==> src/rtl/msi_pkg.sv <==
package msi_pkg;

    typedef enum logic [1:0] {
        L_INV = 2'b00,
        L_SHR = 2'b01,
        L_MOD = 2'b10
    } line_st_t;

    typedef enum logic [1:0] {
        CMD_IDLE = 2'b00,
        CMD_RD   = 2'b01,
        CMD_RDX  = 2'b10,
        CMD_UPG  = 2'b11
    } bus_cmd_t;

    typedef enum logic [1:0] {
        ST_IDLE = 2'b00,
        ST_ARB  = 2'b01,
        ST_WAIT = 2'b10
    } fsm_t;

endpackage

==> src/rtl/msi_line_array.sv <==
module msi_line_array
    import msi_pkg::*;
#(
    parameter int LINES = 4,
    parameter int TW    = 6,
    parameter int DW    = 32,
    localparam int IW   = $clog2(LINES)
) (
    input  logic          clk,
    input  logic          rst_n,
    input  logic [IW-1:0] a_idx,
    output line_st_t      a_state,
    output logic [TW-1:0] a_tag,
    output logic [DW-1:0] a_data,
    input  logic [IW-1:0] s_idx,
    output line_st_t      s_state,
    output logic [TW-1:0] s_tag,
    output logic [DW-1:0] s_data,
    input  logic          wr_en,
    input  line_st_t      wr_state,
    input  logic [TW-1:0] wr_tag,
    input  logic [DW-1:0] wr_data,
    input  logic          sw_en,
    input  line_st_t      sw_state
);
    line_st_t      st_q  [LINES];
    logic [TW-1:0] tag_q [LINES];
    logic [DW-1:0] dat_q [LINES];

    for (genvar g = 0; g < LINES; g++) begin : g_line
        always_ff @(posedge clk or negedge rst_n) begin
            if (!rst_n) begin
                st_q[g]  <= L_INV;
                tag_q[g] <= '0;
                dat_q[g] <= '0;
            end else begin
                if (wr_en && a_idx == IW'(g)) begin
                    st_q[g]  <= wr_state;
                    tag_q[g] <= wr_tag;
                    dat_q[g] <= wr_data;
                end
                if (sw_en && s_idx == IW'(g))
                    st_q[g] <= sw_state;
            end
        end


        legal_state_chk: assert property (@(posedge clk) disable iff (!rst_n)
            st_q[g] != line_st_t'(2'b11));
    end

    assign a_state = st_q[a_idx];
    assign a_tag   = tag_q[a_idx];
    assign a_data  = dat_q[a_idx];
    assign s_state = st_q[s_idx];
    assign s_tag   = tag_q[s_idx];
    assign s_data  = dat_q[s_idx];
endmodule

==> src/rtl/msi_snoop_unit.sv <==
module msi_snoop_unit
    import msi_pkg::*;
(
    input  bus_cmd_t cmd,
    input  logic     hit,
    input  line_st_t cur,
    output logic     upd,
    output line_st_t nxt,
    output logic     supply
);
    always_comb begin
        upd    = 1'b0;
        nxt    = cur;
        supply = 1'b0;
        if (hit) begin
            unique case (cmd)
                CMD_RD: begin
                    if (cur == L_MOD) begin
                        upd    = 1'b1;
                        nxt    = L_SHR;
                        supply = 1'b1;
                    end
                end
                CMD_RDX: begin
                    upd    = 1'b1;
                    nxt    = L_INV;
                    supply = (cur == L_MOD);
                end
                CMD_UPG: begin
                    upd = 1'b1;
                    nxt = L_INV;
                end
                CMD_IDLE: ;
            endcase
        end
    end
endmodule

==> src/rtl/msi_snoop_ctrl.sv <==
module msi_snoop_ctrl
    import msi_pkg::*;
#(
    parameter int MY_ID = 1,
    parameter int IDW   = 2,
    parameter int AW    = 8,
    parameter int DW    = 32,
    parameter int LINES = 4
) (
    input  logic           clk,
    input  logic           rst_n,
    input  logic           cpu_req,
    input  logic           cpu_we,
    input  logic [AW-1:0]  cpu_addr,
    input  logic [DW-1:0]  cpu_wdata,
    output logic           cpu_ready,
    output logic [DW-1:0]  cpu_rdata,
    output logic           bus_req,
    input  logic           bus_gnt,
    output logic [1:0]     bus_cmd,
    output logic [AW-1:0]  bus_addr,
    output logic [IDW-1:0] bus_id,
    input  logic           bus_dvalid,
    input  logic [DW-1:0]  bus_rdata,
    input  logic [1:0]     snp_cmd,
    input  logic [AW-1:0]  snp_addr,
    input  logic [IDW-1:0] snp_id,
    output logic           snp_own,
    output logic [DW-1:0]  snp_data
);
    localparam int IW = $clog2(LINES);
    localparam int TW = AW - IW;

    fsm_t     st_q, st_d;
    line_st_t lk_state, sn_state, wr_state, sn_nxt;
    logic [TW-1:0] lk_tag, sn_tag;
    logic [DW-1:0] lk_data, sn_data, wr_data;
    logic     lk_hit, sn_hit, sn_valid, sn_upd, sn_supply, clash, ok, wr_en;
    bus_cmd_t want_cmd, sn_cmd;

    wire [IW-1:0] c_idx = cpu_addr[IW-1:0];
    wire [TW-1:0] c_tag = cpu_addr[AW-1:IW];
    wire [IW-1:0] s_idx = snp_addr[IW-1:0];

    msi_line_array #(.LINES(LINES), .TW(TW), .DW(DW)) lines_i (
        .clk(clk), .rst_n(rst_n),
        .a_idx(c_idx), .a_state(lk_state), .a_tag(lk_tag), .a_data(lk_data),
        .s_idx(s_idx), .s_state(sn_state), .s_tag(sn_tag), .s_data(sn_data),
        .wr_en(wr_en), .wr_state(wr_state), .wr_tag(c_tag), .wr_data(wr_data),
        .sw_en(sn_upd), .sw_state(sn_nxt)
    );

    assign sn_cmd   = bus_cmd_t'(snp_cmd);
    assign sn_valid = (sn_cmd != CMD_IDLE) && (snp_id != IDW'(MY_ID));
    assign sn_hit   = sn_valid && (sn_state != L_INV) && (sn_tag == snp_addr[AW-1:IW]);

    msi_snoop_unit snoop_i (
        .cmd(sn_cmd), .hit(sn_hit), .cur(sn_state),
        .upd(sn_upd), .nxt(sn_nxt), .supply(sn_supply)
    );

    assign lk_hit = (lk_state != L_INV) && (lk_tag == c_tag);
    assign ok     = lk_hit && (!cpu_we || lk_state == L_MOD);
    assign clash  = sn_valid && (s_idx == c_idx);

    always_comb begin
        if (!cpu_we)                          want_cmd = CMD_RD;
        else if (lk_hit && lk_state == L_SHR) want_cmd = CMD_UPG;
        else                                  want_cmd = CMD_RDX;
    end

    // state register
    always_ff @(posedge clk or negedge rst_n) begin
        if (!rst_n) st_q <= ST_IDLE;
        else        st_q <= st_d;
    end

    // next state and outputs
    always_comb begin
        st_d      = st_q;
        cpu_ready = 1'b0;
        bus_req   = 1'b0;
        bus_cmd   = CMD_IDLE;
        wr_en     = 1'b0;
        wr_state  = lk_state;
        wr_data   = lk_data;
        unique case (st_q)
            ST_IDLE: begin
                if (cpu_req && !clash) begin
                    if (ok) begin
                        cpu_ready = 1'b1;
                        if (cpu_we) begin
                            wr_en    = 1'b1;
                            wr_state = L_MOD;
                            wr_data  = cpu_wdata;
                        end
                    end else begin
                        st_d = ST_ARB;
                    end
                end
            end
            ST_ARB: begin
                bus_req = 1'b1;
                if (bus_gnt) begin
                    bus_cmd = want_cmd;
                    if (want_cmd == CMD_UPG) begin
                        wr_en    = 1'b1;
                        wr_state = L_MOD;
                        st_d     = ST_IDLE;
                    end else begin
                        st_d = ST_WAIT;
                    end
                end
            end
            ST_WAIT: begin
                if (bus_dvalid) begin
                    wr_en    = 1'b1;
                    wr_state = cpu_we ? L_MOD : L_SHR;
                    wr_data  = bus_rdata;
                    st_d     = ST_IDLE;
                end
            end
            default: st_d = ST_IDLE;
        endcase
    end

    assign cpu_rdata = lk_data;
    assign bus_addr  = cpu_addr;
    assign bus_id    = IDW'(MY_ID);

    always_ff @(posedge clk or negedge rst_n) begin
        if (!rst_n) begin
            snp_own  <= 1'b0;
            snp_data <= '0;
        end else begin
            snp_own  <= sn_supply;
            snp_data <= sn_supply ? sn_data : '0;
        end
    end


    cmd_needs_req_chk: assert property (@(posedge clk) disable iff (!rst_n)
        (bus_cmd != CMD_IDLE) |-> (bus_req && bus_gnt));


    ready_no_bus_chk: assert property (@(posedge clk) disable iff (!rst_n)
        cpu_ready |-> !bus_req);


    upg_no_wait_chk: assert property (@(posedge clk) disable iff (!rst_n)
        (bus_gnt && bus_cmd == CMD_UPG) |=> (st_q == ST_IDLE));


    fill_done_chk: assert property (@(posedge clk) disable iff (!rst_n)
        (st_q == ST_WAIT && bus_dvalid) |=> (st_q == ST_IDLE));


    intervene_chk: assert property (@(posedge clk) disable iff (!rst_n)
        (sn_hit && sn_cmd == CMD_RD && sn_state == L_MOD) |=> snp_own);


    shared_quiet_chk: assert property (@(posedge clk) disable iff (!rst_n)
        (sn_cmd == CMD_RD && sn_state != L_MOD) |=> !snp_own);


    snoop_first_chk: assert property (@(posedge clk) disable iff (!rst_n)
        (sn_valid && s_idx == c_idx) |-> !cpu_ready);
endmodule

==> config.mk <==
export PLATFORM = sky130hd
export DESIGN_NAME = msi_snoop_ctrl
export DESIGN_NICKNAME = d
export VERILOG_FILES = /design/src/rtl/msi_pkg.sv /design/src/rtl/msi_line_array.sv /design/src/rtl/msi_snoop_unit.sv /design/src/rtl/msi_snoop_ctrl.sv
export SDC_FILE = /design/constraint.sdc
export NUM_CORES = 1
export LEC_CHECK = 0
export BUFFER_PORTS_ARGS = -buffer_cell sky130_fd_sc_hd__buf_4
export CAP_MARGIN = 10
export CORE_MARGIN = 2
export CORE_UTILIZATION = 50
export DETAILED_ROUTE_END_ITERATION = 10
export PLACE_DENSITY_LB_ADDON = 0.3
export SETUP_SLACK_MARGIN = 0.1
export SYNTH_ARGS = -nofsm -noshare
export SYNTH_HDL_FRONTEND = slang
export SYNTH_HIERARCHICAL = 1
export SYNTH_SLANG_ARGS = --single-unit
==> constraint.sdc <==
create_clock -name clk -period 7.8 [get_ports clk]
set_input_delay 0.78 -clock clk [delete_from_list [all_inputs] [get_ports clk]]
set_output_delay 0.78 -clock clk [all_outputs]
set_load 0.02 [all_outputs]
Yosys cells after proc, flatten, opt, wreduce, memory -nomap -nowiden
Index checks and enable logic that the tools add are counted.

Register bits: 195. Bits in latches: 0. RAM bits: 0. Bits in read-only memories: 0. Input port bits: 90. Output and inout bits: 79. Word-level logic and storage cells: 142. Memories kept: 0.

Add/sub/neg operators: 0. Multiply operators: 0. Div/mod/pow operators: 0. $lt $le $gt $ge: 2. Eq/ne operators: 23. Shifts and indexed selects: 0. Muxes and demuxes: 69. Bitwise gates (word level): 2. Reduce and logical (&&, ||, !) cells: 31.

Operator list (number): $mux 32 (9); $bmux 32 s2 (2); $pmux 32 s2 (1); $mux 2 (29); $bmux 6 s2 (2); $mux 6 (4); $eq 2x2->1 const B (10); $logic_and 1x1->1 (16); $mux 1 (14); $reduce_bool 2->1 (7); $eq 6x6->1 (2); $pmux 2 s3 (2); $eq 2x1->1 const B (5); $bmux 2 s2 (2); $ne 2x2->1 const B (4); $ge 3x3->1 const B (2); $logic_not 2->1 (3); $not 2->3 (2); $pmux 1 s2 (2); $pmux 2 s2 (1); $reduce_and 4->1 (1); $pmux 1 s3 (1); $eq 2x2->1 (1); $logic_not 1->1 (2); other kinds (3) (3).

Logic depth before layout (Yosys ltp)
Gate-level depths: netlist (run 1).

Depth in word-level cells: 16. Depth in mapped cells: 13.

Cells and area by module
The synthesis (run 1) kept the hierarchy.

Modules (own cells, without submodules): msi_line_array (times used 1, cells an instance 460, area each 7921.3 um^2); msi_snoop_ctrl (times used 1, cells an instance 235, area each 2346.0 um^2); msi_snoop_unit (times used 1, cells an instance 15, area each 122.6 um^2).

Least setup slack after synthesis (run 1)
OpenSTA, ideal clock, no wires.

Path kind: input to output. Start point: input cpu_addr[0]. End point: output cpu_ready. Arrival time: 3.595 ns. Data required time: 7.020 ns. Slack: 3.425 ns. Cell stages on the path: 7. Path buffers: 2. Cells stage by stage: buf_2 -> buf_2 -> mux4_2 -> xnor2_1 -> nand4_2 -> or3_4 -> a2111oi_0.

Longest elaborated chain between the ends: 10.

Ends and longest elaborated chain: start: declaration (line msi_snoop_ctrl.sv:14) `input logic [AW-1:0] cpu_addr,`; $not 2->3 (not written as such) (line msi_line_array.sv:53) `assign a_tag = tag_q[a_idx];`; $bmux 6 s2 (line msi_line_array.sv:53); $mux 6 (not written as such) (2 in a row) (line msi_line_array.sv:53); net lk_tag[0] (line msi_snoop_ctrl.sv:36) `logic [TW-1:0] lk_tag, sn_tag;`; $eq 6x6->1 (line msi_snoop_ctrl.sv:62) `assign lk_hit = (lk_state != L_INV) && (lk_tag == c_tag);`; $logic_and 1x1->1 (line msi_snoop_ctrl.sv:62); $logic_and 1x1->1 (line msi_snoop_ctrl.sv:63) `assign ok = lk_hit && (!cpu_we || lk_state == L_MOD);`; $mux 1 (line msi_snoop_ctrl.sv:90) `if (ok) begin`; $mux 1 (line msi_snoop_ctrl.sv:89) `if (cpu_req && !clash) begin`; $mux 1 (line msi_snoop_ctrl.sv:87) `unique case (st_q)`; end: declaration (line msi_snoop_ctrl.sv:16) `output logic cpu_ready,`.

The timed path passes the listed nets, and every way through them passes these cells. The select of a mux whose other input is x is not followed.

Final worst setup path (run 1)
Start point: input cpu_addr[0]. End point: register lines_i/dat_q[101] (netlist name).

Longest elaborated chain between the ends: 14.

Ends and longest elaborated chain: $not 2->3 (not written as such) (*) (line msi_line_array.sv:53); $bmux 6 s2 (*) (line msi_line_array.sv:53); $mux 6 (not written as such) (*) (2 in a row) (line msi_line_array.sv:53); net lk_tag[0] (line msi_snoop_ctrl.sv:36); $eq 6x6->1 (*) (line msi_snoop_ctrl.sv:62); $logic_and 1x1->1 (*) (line msi_snoop_ctrl.sv:62); $logic_and 1x1->1 (line msi_snoop_ctrl.sv:68) `else if (lk_hit && lk_state == L_SHR) want_cmd = CMD_UPG;`; $mux 1 (line msi_snoop_ctrl.sv:68); $mux 2 (line msi_snoop_ctrl.sv:67) `if (!cpu_we) want_cmd = CMD_RD;`; $eq 2x2->1 (line msi_snoop_ctrl.sv:106) `if (want_cmd == CMD_UPG) begin`; $mux 1 (line msi_snoop_ctrl.sv:106); $mux 1 (line msi_snoop_ctrl.sv:104) `if (bus_gnt) begin`; $pmux 1 s3 (*) (line msi_snoop_ctrl.sv:87); net wr_en (line msi_snoop_ctrl.sv:38) `logic lk_hit, sn_hit, sn_valid, sn_upd, sn_supply, clash, ok, wr_en;`; $logic_and 1x1->1 (*) (line msi_line_array.sv:37) `if (wr_en && a_idx == IW'(g)) begin`; end signal: indexed assignment (line msi_line_array.sv:40) `dat_q[g] <= wr_data;`; end: declaration (line msi_line_array.sv:28) `logic [DW-1:0] dat_q [LINES];`.

Mark *: on every way through the listed nets, which the timed path passes. The rest lies on a longest branch. The select of a mux whose other input is x is not followed. A chain may end at the register's enable or synchronous reset.

==> flow_summary_export.csv, run 1 <==
group,metric,value,unit
pwr,total_power,3.39,mW
clock_network,postCtsSetupBuffers,0,
sta,drv_slew,0,
drt,avgViaCountPerCell,6.29,
drt,dr_total_vias,7049,
yosys,synth_compound_area_share,7.51,%
global_routing,antenna_found_initial,0,
cells_and_area,multi_input_area,5160,um2
placed_design,io_buffers,166,
placed_design,dp_hpwl,16800,um
clock_network,cts_num_sinks,195,
yosys,yosysWarningCount,6,
clock_network,cts_hold_buffers,0,
sta,fin_ws,2.28,ns
yosys,syn_inst,710,
yosys,synth.distinct_cells,54,
global_routing,grt_pass1_vias,7663,
clock_network,cts_root_buf,"clkbuf_16",
clock_network,numCtsBuffers,17,
drt,wl,26600,um
yosys,async_flop_share,100,%
global_routing,grtUsageTotal,24.9,%
yosys,synth-seq-cells,195,
sta,finalSetupViolCount,0,
drt,drtIter0Drc,434,
clock_network,clk_pin_slew,0.07,ns
yosys,synth_top_family_by_area,"multiplexers",
floorplan,die_w,148,um
pwr,swShare,31.3,%
worst_setup_path,cp_max_fo,46,
worst_setup_path,crit_type,"in -> reg",
worst_setup_path,start_kind,"input pin",
floorplan,initial_core_util,51.2,%
worst_setup_path,cp.required,8.11,ns
clock_network,h-tree-depth,4,
sta,grt_setup_unrepaired,"no",
yosys,syn-num-nets,804,
pwr,power.switching,1.06,mW
pwr,p_per_area,276,nW/um2
cells_and_area,final_layout_size_suffix_gt1_share,52.8,%
cells_and_area,diodes,0,
placed_design,gp_congestion,0.798,
pwr,leakagePower,5.84,nW
yosys,ys.flop_type,"dfrtp_1",
clock_network,cts_tree,"yes",
global_routing,grt_max_degree,121,
sta,max_slew_margin,24.8,%
sta,finalSetupTns,0,ns
cells_and_area,area_growth,18.4,%
yosys,muxShareOfSynthArea,34.6,%
run,cap_violations,0,
pwr,pwr-share-clk,26.4,%
cells_and_area,seq_area,4880,um2
worst_setup_path,worst_r2r_endpoint,"lines_i/dat_q[101]",
sta,fin_hold_ws,0.461,ns
cells_and_area,final_cells,1121,
floorplan,core,20300,um2
yosys,syn-mean-instance-area,14.6,um2
worst_setup_path,r2r-start,"lines_i/tag_q[0]",
pwr,power_frac_comb,32.2,%
drt,dr.pass1.iters,5,
worst_setup_path,end_kind,"flip-flop",
floorplan,ios,169,
yosys,synthXorXnorAreaFrac,1.18,%
yosys,ys_seq_area_share,47.0,%
hold_path,hold_class,"in -> async",
sta,clock.fmax,181,MHz
worst_setup_path,worst-r2r-setup-slack,3.11,ns
floorplan,dieArea,21900,um2
clock_network,clk-insertion-delay-late,0.43,ns
sta,period_minus_slack,5.52,ns
drt,drc,0,
drt,ant_nets,0,
cells_and_area,layout_common_cells,"dfrtp_1 (195), buf_4 (174), mux2_2 (149)",
pwr,ir_drop,0.142,mV
yosys,synthAdderAreaFrac,0.482,%
floorplan,fp.dieH,148,um
floorplan,rows,52,
sta,period_share,70.8,%
placed_design,place_inst,1091,
pwr,p_seq_share,41.3,%
drt,wl_per_cell,23.7,um
yosys,synth.cell_area,10400,um2
cells_and_area,fillerInstances,1590,
cells_and_area,final_nets,934,
placed_design,pre_cts_slack,1.79,ns
global_routing,grt-ovfl-total,0,
cells_and_area,final_common_cell,"dfrtp_1",
worst_setup_path,critPathArrivalTime,5.84,ns
sta,final-hold-violation-count,0,
yosys,synth_edf_count,0,
clock_network,post_cts_resized,0,
global_routing,grt_pass1_wl,42100,um
pwr,intPower,2.33,mW
sta,tightest_slew,1.13,ns
yosys,synthSimpleGateAreaFrac,5.68,%
worst_setup_path,r2r_cells,9,
outcome,status,"completed",
sta,clock-skew-final,0.00769,ns
clock_network,clk_path_buf_depth,2,
state kept, by name, summed over array words and instances, names as in the netlist:
register and cells:
lines_i/st_q 8, st_q 2, snp_data 32, lines_i/dat_q 128, snp_own 1, lines_i/tag_q 24
per-layer routing:
metal	track usage (%)	share of wire, %	vias to the layer above
li1	-	-	3014
met1	32.8	42	3711
met2	42.1	50	272
met3	4.45	5.6	52
met4	8.86	2.2	0
met5	0	0	-
power groups by stage:
| stage | combinational (mW) | sequential, mW | clock, mW |
|---|---|---|---|
| global placement | 1.05 | 1.38 | 0 |
| finish | 1.09 | 1.40 | 0.897 |
| CTS | 1.09 | 1.40 | 0.908 |
| floorplan | 0.812 | 1.34 | 0 |
| detailed placement | 1.08 | 1.42 | 0 |
| global route | 1.17 | 1.43 | 0.946 |
cells by family after synthesis:
| family | after synthesis |
|---|---|
| other | 2 |
| buffers and inverters | 69 |
| adders and majority gates | 4 |
| muxes | 240 |
| AOI/OAI and AO/OA | 94 |
| and+or+nand+nor | 92 |
| xor gates and xnor gates | 14 |
| DFF | 195 |
critical path, stage by stage:
cell and delay [ns]:
buf_4 0.71, mux4_2 0.62, xnor2_1 0.20, nand4_2 0.20
or3_4 0.47, nor4_4 0.79, a211o_1 0.27, nor3b_4 0.85
buf_4 0.52, mux2_2 0.39
per-stage QoR:
stage / util, % / area (um2)
final: 60.6 / 12300
after global routing: 60.6 / 12300
after CTS: 60.6 / 12300
after detailed placement: 57.7 / 11700
after global placement: 57.7 / 11700
after floorplan: - / 10400
layout make-up:
class,count,share of cell area (%)
clock buffers,22,3.77
clock inverters,8,1.03
inverters,5,0.153
multi-input cells,446,41.9
flip-flops and latches,195,39.7
well taps,270,2.75
repair buffers,175,10.7
how the worst max path moves through the flow:
stage               slack [ns]        start                 end  cells after the start
floorplan                 3.43  cpu_addr[0]           cpu_ready                      7
global placement          1.85  cpu_addr[0]  lines_i/dat_q[109]                     10
detailed placement        1.79  cpu_addr[0]  lines_i/dat_q[101]                     10
CTS                       2.22  cpu_addr[0]  lines_i/dat_q[101]                     10
global route              1.95  cpu_addr[0]  lines_i/dat_q[124]                     10
finish                    2.28  cpu_addr[0]  lines_i/dat_q[101]                     10
cells in the mapped netlist (all sizes together), types with 2 or more instances:
master	n	area [um2]
conb	2	7.51
nand2	3	11.3
mux4	80	1800
xnor2	9	78.8
nor3	2	10.0
a221o	14	140
o21a	2	15.0
or3b	2	17.5
nor4	3	25.0
a2bb2oi	18	158
o221a	18	203
inv	5	18.8
nor2b	2	12.5
buf	45	275
or3	2	17.5
nand2b	3	18.8
mux2	152	1710
nand3	2	10.0
or4	2	18.8
a21oi	11	55.1
o22ai	18	113
nand3b	5	37.5
ha	4	50.1
clkbuf	19	71.3
nor2	12	45.0
mux2i	8	80.1
and2	48	300
o21ai	4	23.8
xor2	5	43.8
dfrtp	195	4880
Note: power is estimated with default switching activity, not from simulation.
==> run 2, diff against run 1 <==
==> constraint.sdc (replaced) <==
create_clock -name clk -period 5.8 [get_ports clk]
set_input_delay 0.58 -clock clk [delete_from_list [all_inputs] [get_ports clk]]
set_output_delay 0.58 -clock clk [all_outputs]
set_load 0.02 [all_outputs]
==> flow_summary_export.csv, run 2 (synthesis gave the netlist of run 1 again) <==
group,metric,value,unit
floorplan,ios,169,
drt,dr.pass1.iters,6,
run,cap_violations,0,
global_routing,antenna_found_initial,0,
floorplan,core,20300,um2
clock_network,post_cts_resized,0,
global_routing,grt_pass1_vias,7746,
drt,drtIter0Drc,403,
sta,final-hold-violation-count,0,
worst_setup_path,endpoint,"cpu_ready",
drt,dr_total_vias,6976,
clock_network,postCtsSetupBuffers,0,
worst_setup_path,setup.worst_path.start,"cpu_addr[0]",
sta,period_share,72.0,%
pwr,ir_drop,0.217,mV
sta,drv_slew,0,
cells_and_area,final_cells,1127,
global_routing,grtUsageTotal,25.0,%
cells_and_area,seq_area,4880,um2
cells_and_area,layout_common_cells,"dfrtp_1 (195), buf_4 (178), mux2_2 (149)",
hold_path,hold_class,"in -> async",
drt,wl,26600,um
global_routing,grt-ovfl-total,0,
clock_network,cts_root_buf,"clkbuf_16",
placed_design,io_buffers,166,
global_routing,grt_max_degree,81,
cells_and_area,largest_reg_flops,128,
worst_setup_path,worst_r2r_endpoint,"lines_i/dat_q[19]",
worst_setup_path,cp_max_fo,25,
clock_network,h-tree-depth,4,
pwr,leakagePower,5.86,nW
placed_design,dp_hpwl,17200,um
worst_setup_path,cp.depth,7,
worst_setup_path,r2r_cells,10,
sta,clock.fmax,240,MHz
clock_network,cts_num_sinks,195,
placed_design,pre_cts_slack,1.23,ns
placed_design,gp_congestion,0.798,
clock_network,cts_tree,"yes",
sta,tightest_slew,1.14,ns
worst_setup_path,crit_slowest_cell,"a2111oi_0",
worst_setup_path,worst-r2r-setup-slack,2.01,ns
sta,max_slew_margin,23.9,%
sta,finalSetupTns,0,ns
worst_setup_path,cp.required,5.22,ns
floorplan,initial_core_util,51.2,%
cells_and_area,final_layout_size_suffix_gt1_share,53.2,%
floorplan,rows,52,
drt,ant_nets,0,
worst_setup_path,crit_top_cell,"buf_4",
cells_and_area,area_growth,18.8,%
sta,period_minus_slack,4.18,ns
worst_setup_path,path_buf_inv,2,
cells_and_area,largest_register,"lines_i/dat_q",
worst_setup_path,max_stage_delay,0.80,ns
clock_network,cts_hold_buffers,0,
floorplan,die_w,148,um
worst_setup_path,r2r-start,"lines_i/tag_q[0]",
sta,clock-skew-final,0.00955,ns
outcome,status,"completed",
clock_network,numCtsBuffers,17,
global_routing,grt_pass1_wl,42100,um
worst_setup_path,path_cells,"buf_4 -> mux4_2 -> xnor2_1 -> nand4_2 -> or3_4 -> a2111oi_0 -> buf_4",
sta,grt_setup_unrepaired,"no",
cells_and_area,design_area,12300,um2
placed_design,place_inst,1095,
sta,finalSetupViolCount,0,
clock_network,clk-insertion-delay-late,0.43,ns
worst_setup_path,critPathTopFamily,"compound AO/OA/AOI/OAI gates",
worst_setup_path,critPathArrivalTime,3.60,ns
drt,drc,0,
clock_network,clk_pin_slew,0.06,ns
cells_and_area,top_regs,"lines_i/dat_q x128, snp_data x32, lines_i/tag_q x24",
cells_and_area,final_nets,938,
cells_and_area,final_common_cell,"dfrtp_1",
floorplan,dieArea,21900,um2
pwr,p_per_area,370,nW/um2
worst_setup_path,end_kind,"primary output",
placed_design,dpl_cell_area,11700,um2
cells_and_area,fillerInstances,1533,
cells_and_area,multi_input_area,5160,um2
cells_and_area,post-route-util,60.8,%
worst_setup_path,crit_type,"in -> out",
clock_network,clk_path_buf_depth,2,
cells_and_area,diodes,0,
sta,fin_ws,1.62,ns
drt,avgViaCountPerCell,6.19,
floorplan,fp.dieH,148,um
drt,wl_per_cell,23.6,um
worst_setup_path,start_kind,"input pin",
[run 2: layer usage]
layer,global-route usage [%],wire (um),vias up
li1,-,-,3025
met1,32.0,10900,3619
met2,42.9,13500,293
met3,4.51,1660,39
met4,9.43,532,0
met5,0,0,-
[run 2: power breakdown]
| part | switching [mW] | internal, mW | total [mW] |
|---|---|---|---|
| Sequential | 0.243 | 1.64 | 1.89 |
| Combinational | 0.676 | 0.788 | 1.46 |
| Clock | 0.521 | 0.691 | 1.21 |
[run 2: cell type report]
cell class                 count  area share, %
inverter                       5          0.152
multi-input combinational    446           41.8
tap                          270           2.74
sequential                   195           39.5
timing repair buffer         179           10.9
clock inverter                12           1.25
clock buffer                  20           3.62
[run 2: worst min-delay path by stage]
| stage | endpoint | slack, ns |
|---|---|---|
| 5_1_grt | snp_data[6] | 0.21 |
| 4_1_cts | snp_data[6] | 0.21 |
| 3_3_place_gp | lines_i/dat_q[104] | 0.48 |
| 2_1_floorplan | lines_i/dat_q[0] | 0.28 |
| 3_5_place_dp | lines_i/dat_q[55] | 0.51 |
| 6_report | snp_data[6] | 0.17 |
[run 2: through the flow]
stage / hold WS (ns) / power, mW
6_report: 0.170 / 4.56
5_1_grt: 0.214 / 4.77
4_1_cts: 0.205 / 4.58
3_5_place_dp: 0.510 / 3.36
3_3_place_gp: 0.484 / 3.26
2_1_floorplan: 0.284 / 2.89
